**config.mk**
```make
export PLATFORM = sky130hd
export DESIGN_NAME = launch_status_tracker
export DESIGN_NICKNAME = d
export VERILOG_FILES = /design/src/rtl/lst_pkg.sv /design/src/rtl/lst_win_flags.sv /design/src/rtl/lst_thread_join.sv /design/src/rtl/lst_status_pack.sv /design/src/rtl/launch_status_tracker.sv
export SDC_FILE = /design/constraint.sdc
export NUM_CORES = 1
export LEC_CHECK = 0
export BUFFER_PORTS_ARGS = -buffer_cell sky130_fd_sc_hd__buf_2
export CORE_UTILIZATION = 27
export CTS_BUF_LIST = sky130_fd_sc_hd__clkbuf_8
export DETAILED_ROUTE_END_ITERATION = 16
export GPL_TIMING_DRIVEN = 0
export REMOVE_ABC_BUFFERS = 1
export SETUP_SLACK_MARGIN = 0.2
export SYNTH_ARGS = -nofsm -noshare
export SYNTH_HDL_FRONTEND = slang
export SYNTH_HIERARCHICAL = 1
export SYNTH_SLANG_ARGS = --single-unit
```
**constraint.sdc**
```tcl
create_clock -name clk -period 2 [get_ports clk]
set_input_delay 0.3 -clock clk [delete_from_list [all_inputs] [get_ports clk]]
set_output_delay 0.3 -clock clk [all_outputs]
set_load 0.02 [all_outputs]
```
**src/rtl/lst_pkg.sv**
```systemverilog
// Shared constants and types for the secure-launch status tracker.
// Assumes a fixed 24-bit status word whose bit layout software decodes.
package lst_pkg;
    localparam int STS_W      = 24;
    localparam int CMD_W      = 6;
    // command strobe positions
    localparam int C_OPEN_L1  = 0;
    localparam int C_CLOSE_L1 = 1;
    localparam int C_OPEN_L2  = 2;
    localparam int C_CLOSE_L2 = 3;
    localparam int C_OPEN_PV  = 4;
    localparam int C_CLOSE_PV = 5;
    // status bit positions decoded by software
    localparam int S_L2       = 16;
    localparam int S_L1       = 15;
    localparam int S_PV       = 7;
    localparam int S_FIXED    = 4;
    localparam int S_EXIT     = 1;
    localparam int S_LAUNCH   = 0;

    typedef struct packed {
        logic l2;
        logic l1;
        logic pv;
    } win_flags_t;
endpackage

```
**src/rtl/lst_win_flags.sv**
```systemverilog
// Window-open flag registers. Each flag has its own set and clear sources,
// and a clear beats a set in the same cycle. Assumes the strobes are
// single-cycle pulses, already synchronous to clk.
module lst_win_flags
    import lst_pkg::*;
(
    input  logic             clk,
    input  logic             rst_n,
    input  logic [CMD_W-1:0] cmd,
    output win_flags_t       flags
);
    win_flags_t nxt;

    // Flag update rule: a clear wins over a set, and no strobe holds the flag.
    function automatic logic upd(input logic cur, input logic set, input logic clr);
        return clr ? 1'b0 : (set ? 1'b1 : cur);
    endfunction

    // Work out the next value of every flag from the strobes.
    always_comb begin
        nxt.l2 = upd(flags.l2, cmd[C_OPEN_L2] | cmd[C_OPEN_PV],
                     cmd[C_CLOSE_L2] | cmd[C_CLOSE_PV]);
        nxt.l1 = upd(flags.l1, cmd[C_OPEN_L1], cmd[C_CLOSE_L1]);
        nxt.pv = upd(flags.pv, cmd[C_OPEN_PV], cmd[C_CLOSE_PV]);
    end

    // Register the flags, with a synchronous reset.
    always_ff @(posedge clk) begin
        if (!rst_n) flags <= '0;
        else        flags <= nxt;
    end
endmodule

```
**src/rtl/lst_thread_join.sv**
```systemverilog
// Joined-thread bookkeeping and done-flag derivation. A launch-ack sets a
// thread's joined bit and an exit-ack clears it (exit wins). The done flags
// are registered from the mask one cycle after it updates. Assumes the acks
// are one-hot per cycle, although the logic tolerates any pattern.
module lst_thread_join #(
    parameter int NUM_THREADS = 8
) (
    input  logic                   clk,
    input  logic                   rst_n,
    input  logic [NUM_THREADS-1:0] ack_launch,
    input  logic [NUM_THREADS-1:0] ack_exit,
    input  logic [NUM_THREADS-1:0] thread_exist,
    output logic [NUM_THREADS-1:0] joined,
    output logic                   exit_done,
    output logic                   launch_done
);
    logic [NUM_THREADS-1:0] joined_nxt;

    // Per-thread next joined bit: exit-ack beats launch-ack.
    for (genvar t = 0; t < NUM_THREADS; t++) begin : g_thr
        always_comb joined_nxt[t] = ack_exit[t] ? 1'b0
                                  : (ack_launch[t] ? 1'b1 : joined[t]);
    end

    // Joined-mask register.
    always_ff @(posedge clk) begin
        if (!rst_n) joined <= '0;
        else        joined <= joined_nxt;
    end

    // Done flags, compared from the registered mask (one-cycle lag).
    always_ff @(posedge clk) begin
        if (!rst_n) begin
            exit_done   <= 1'b0;
            launch_done <= 1'b0;
        end else begin
            exit_done   <= (joined == '0);
            launch_done <= (thread_exist != '0) && (joined == thread_exist);
        end
    end
endmodule

```
**src/rtl/lst_status_pack.sv**
```systemverilog
// Assembles the read-only status word from the flags. Bit 4 is tied high
// and all other unused bits are tied low. Purely combinational.
module lst_status_pack
    import lst_pkg::*;
(
    input  win_flags_t       flags,
    input  logic             exit_done,
    input  logic             launch_done,
    output logic [STS_W-1:0] word
);
    // Place every field at its decoded position.
    always_comb begin
        word           = '0;
        word[S_L2]     = flags.l2;
        word[S_L1]     = flags.l1;
        word[S_PV]     = flags.pv;
        word[S_FIXED]  = 1'b1;
        word[S_EXIT]   = exit_done;
        word[S_LAUNCH] = launch_done;
    end
endmodule

```
**src/rtl/launch_status_tracker.sv**
```systemverilog
// Top of the secure-launch status tracker. It decodes the window command
// strobes and the per-thread acks, and presents the 24-bit status word.
// Assumes a synchronous active-low reset, and that reading the word has no
// side effects.
module launch_status_tracker
    import lst_pkg::*;
#(
    parameter int NUM_THREADS = 8
) (
    input  logic                   clk,
    input  logic                   rst_n,
    input  logic [CMD_W-1:0]       cmd,
    input  logic [NUM_THREADS-1:0] ack_launch,
    input  logic [NUM_THREADS-1:0] ack_exit,
    input  logic [NUM_THREADS-1:0] thread_exist,
    output logic [STS_W-1:0]       status_word
);
    win_flags_t             flags;
    logic [NUM_THREADS-1:0] joined_mask;
    logic                   exit_done;
    logic                   launch_done;

    lst_win_flags u_flags (
        .clk   (clk),
        .rst_n (rst_n),
        .cmd   (cmd),
        .flags (flags)
    );

    lst_thread_join #(.NUM_THREADS(NUM_THREADS)) u_join (
        .clk          (clk),
        .rst_n        (rst_n),
        .ack_launch   (ack_launch),
        .ack_exit     (ack_exit),
        .thread_exist (thread_exist),
        .joined       (joined_mask),
        .exit_done    (exit_done),
        .launch_done  (launch_done)
    );

    lst_status_pack u_pack (
        .flags       (flags),
        .exit_done   (exit_done),
        .launch_done (launch_done),
        .word        (status_word)
    );
endmodule

```
; Word level (Yosys, flattened, before mapping)
; Cells that the tools add are included.
[totals]
reg_bits = 13
inputBits = 32
out_inout_bits = 24
word_cells = 31
[op_classes]
n_eq_ne = 1
bitwise_logic = 3
reduce_logical = 14
[ops]
columns = cell, n
row1 = $reduce_or A2 Y1, 11
row2 = $eq A8 B8 Y1, 1
row3 = $logic_not A8 Y1, 1
row4 = $reduce_bool A8 Y1, 1
row5 = $or A1 B1 Y1, 2
row6 = $logic_and A1 B1 Y1, 1
row7 = $not A1 Y1, 1

; Logic depth before layout (Yosys ltp)
[depth]
word_depth = 2
depth_mapped = 3
ltp_nobuf = 3

; By module
; Netlist, hierarchy kept.
[modules_own_cells]
columns = mod, instances, cells_per_inst, area_each_um2, seq_area_each_um2
row1 = lst_thread_join, 1, 43, 424.2, 200.2
row2 = lst_status_pack, 1, 26, 187.7, 0.0
row3 = lst_win_flags, 1, 10, 112.6, 60.1

; Worst setup path after synthesis
; OpenSTA, ideal clock, no wires.
[synth_timing]
path_type = in2reg
startpoint = input port thread_exist[4]
endpoint = register u_join.launch_done
setup_ns = 0.119
arrival_time_ns = 1.045
required_ns = 1.881
path_slack_ns = 0.837
stages = 3
n_path_buf = 0
path_cell_list = or4_1 > o211ai_2 > nor3_1
[synth_between]
elab_chain_cells = 2
elab_cells_between_ends = 3
classes_between = eq/ne (1) / reduce/logical (2)
[synth_rtl]
columns = element, line_no
row1 = "start, declared", launch_status_tracker.sv:15  ; input logic [NUM_THREADS-1:0] thread_exist,
row2 = $eq A8 B8 Y1 / $reduce_bool A8 Y1 (equally long branches), lst_thread_join.sv:38  ; launch_done <= (thread_exist != '0) && (joined == thread_exist);
row3 = $logic_and A1 B1 Y1 (*), lst_thread_join.sv:38
row4 = "end signal, assigned", lst_thread_join.sv:38
row5 = "end, declared", lst_thread_join.sv:15  ; output logic launch_done
; Every way passes the cells marked *; elsewhere a longest branch is shown, timed or not.
; A chain may end at the register's enable or synchronous reset.

; Final worst setup path
[layout_timing]
startpoint = register u_join.joined[3]
endpoint = register u_join.launch_done
[layout_between]
elab_chain_cells = 2
[layout_rtl]
columns = element, line_no
row1 = "start, declared", lst_thread_join.sv:13  ; output logic [NUM_THREADS-1:0] joined,
row2 = "start signal, assigned", lst_thread_join.sv:28  ; else joined <= joined_nxt;
row3 = $eq A8 B8 Y1, lst_thread_join.sv:38
row4 = $logic_and A1 B1 Y1, lst_thread_join.sv:38
; No other way between the ends.

==> impl_metrics.toml <==
[global_route]
grt_max_degree = 13
antenna_found_initial = 0
grt_use_met2_pct = 18.72
overflow = 0
grt_pass1_vias = 526
grt_use_met1_pct = 11.07
grt_pass1_wl_mm = 2.125
grt-busiest-layer = "met2"
grt_usage_pct = 10.51
grt_use_met3_pct = 3.107

[routing]
drtAntennaViolNets = 0
first_pass_iters = 3
via_per_inst = 3.993
drt-total-wl_mm = 1.293
wl_per_cell_um = 9.106
drt_iter0_markers = 4
drc = 0
vias = 567

[worst_setup_path]
crit_path_end_kind = "register"
crit_chain = "or4_1, o211ai_2, nor3_1"
cp_slowest_cell = "or4_1"
critical_path_arrival_ns = 1.33
crit_path_start_kind = "register"
cp_num_buf_inv = 0
crit_required_ns = 2.13
critPathMaxStageDelay_ns = 0.54
crit_fanout = 4
worstSetupPathType = "reg2reg"
cpLargestDelayFamily = "simple AND/OR/NAND/NOR gates"

[logic_synthesis]
synth-compound-area-share_pct = 1.727
synthCells = 79
avgSynthCellArea_um2 = 9.170
synthAdderAreaFrac_pct = 0
yosysTopAreaCellShare_pct = 35.92
synth_seq_cells = 13
syn_area_um2 = 724.4
synth_xor_area_share_pct = 9.672
yosysWarnings = 6
muxShareOfSynthArea_pct = 0
synthSimpleGateAreaFrac_pct = 26.77
ys_top_cells_by_area = "dfxtp_1, buf_4, xnor2_1, nor3b_1, nor2_1"
synth.largest_area_cell = "dfxtp_1"
synth_cell_types = 16
seq_area_frac_synth_pct = 35.92
synth_top_family_by_area = "simple AND/OR/NAND/NOR gates"

[cts]
clockBufferDepth = 2
cts_setup_buffers = 0
htreeDepth = 1
hold_buffers = 0
clk_latency_ns = 0.24
cts_buffers = 3
clkTransAtPathRegs_ns = 0.06
cts_tree = "yes"
ctsResizeCount = 0
root_buffer = "clkbuf_8"
clock-sinks = 13

[place]
pre_cts_slack_ns = 0.6954
placed_cell_area_um2 = 825.8
dp_hpwl_mm = 1.088
dp_cells = 138
gp_congestion = 0.7098
io_buffers = 36

[layout]
drive_gt1_share_pct = 38.39
fill_cells = 266
finish.instance_area_um2 = 870.8
fin_cells = 142
layout_common_cells = "buf_2, conb_1, dfxtp_1"
ff_latch_area_um2 = 260.3
multiInputGateArea_um2 = 347.8
mostFrequentLayoutCell = "buf_2"
diodes = 0
nets = 145
syn_to_final_growth_pct = 20.21

[run_status]
outcome = "finished clean"

[floorplan]
initial_core_util_pct = 28.98
row_count = 18
die_area_um2 = 2894
die_y_um = 53.80
die-width_um = 53.80
core_um2 = 2500
io_pins = 56

[pwr]
vdd_drop_max_mv = 0.3667
p_leak_nw = 0.4193
power.density_nw_per_um2 = 714.9

[timing]
finalHoldViolCount = 0
setup_violations = 0
setup_slack_ns = 0.8011
finalMaxSlewViolations = 0
finalClockSkew_ns = 0.002998
max_freq_mhz = 834.1
rsz0062_at_grt = "false"
tns_ns = 0
timing.final.crit_share_pct = 59.95
post-route-min-period_ns = 1.199

[worst_hold_path]
hold_class = "in2reg"

[job]
maxCapViolations = 0
==> cell type report <==
cell class	instances	area share [%]
clock buffer	3	4.741
clock inverter	1	0.4310
timing repair buffer	36	20.69
multi-input combinational	59	39.94
sequential	13	29.89
tap	30	4.310
==> synthesized netlist by cell type <==
library cell	n
buf_4	24
dfxtp_1	13
nor2_1	11
nor3b_1	8
xnor2_1	8
conb_1	2
nor3_1	2
nor4_1	2
or4_1	2
nand2b_4	1
nand3_1	1
nand3b_1	1
nand4_1	1
nor3_2	1
nor3b_2	1
o211ai_2	1
==> state kept, by name, summed over array words and instances, names as in the netlist <==
| name | cells |
|---|---|
| u_join/exit_done | 1 |
| u_flags/flags | 3 |
| u_join/joined | 8 |
| u_join/launch_done | 1 |
==> final timing paths <==
kind	from	endpoint	slack [ns]	depth (start not counted)
hold / removal	ack_exit[6]	u_join/joined[6]	0.21	2
hold reg to reg	u_flags/flags[0]	u_flags/flags[0]	0.46	2
setup reg to reg	u_join/joined[3]	u_join/launch_done	0.80	3
setup / recovery	u_join/joined[3]	u_join/launch_done	0.80	3
==> report_power, final <==
part | internal [mW] | total (mW) | switching (mW)
Combinational | 0.0495 | 0.118 | 0.0681
Sequential | 0.271 | 0.281 | 0.00913
Clock | 0.135 | 0.224 | 0.0892
==> worst reg2reg max path: cells and delay by family, from the launching register on <==
kind | cells | cell delay [ns]
AND/OR/NAND/NOR | 2 | 0.61
flip-flops | 1 | 0.34
AO/OA/AOI/OAI | 1 | 0.15
==> stage by stage <==
stage	utilization, %	power (mW)	hold WS (ns)
after floorplan	-	0.3578	0.3695
after global placement	33.03	0.4010	0.4465
after detailed placement	33.03	0.4045	0.4509
after CTS	34.83	0.6351	0.2124
after global routing	34.83	0.6667	0.2027
final	34.83	0.6226	0.2150
==> cells by family (layout without fill, tap and decap cells) <==
| family | count (synthesis) | after routing |
|---|---|---|
| AOI/OAI and AO/OA | 1 | 1 |
| xor gates and xnor gates | 8 | 8 |
| buffers and inverters | 24 | 40 |
| DFF | 13 | 13 |
| other | 2 | 19 |
| and+or+nand+nor | 31 | 31 |
==> metal layers <==
layer / part of all wire [%] / up-vias
met5: 0 / -
li1: - / 287
met1: 38 / 243
met3: 11 / 0
met2: 51 / 37
met4: 0 / 0
No activity file was read; power rests on OpenSTA's default activity.
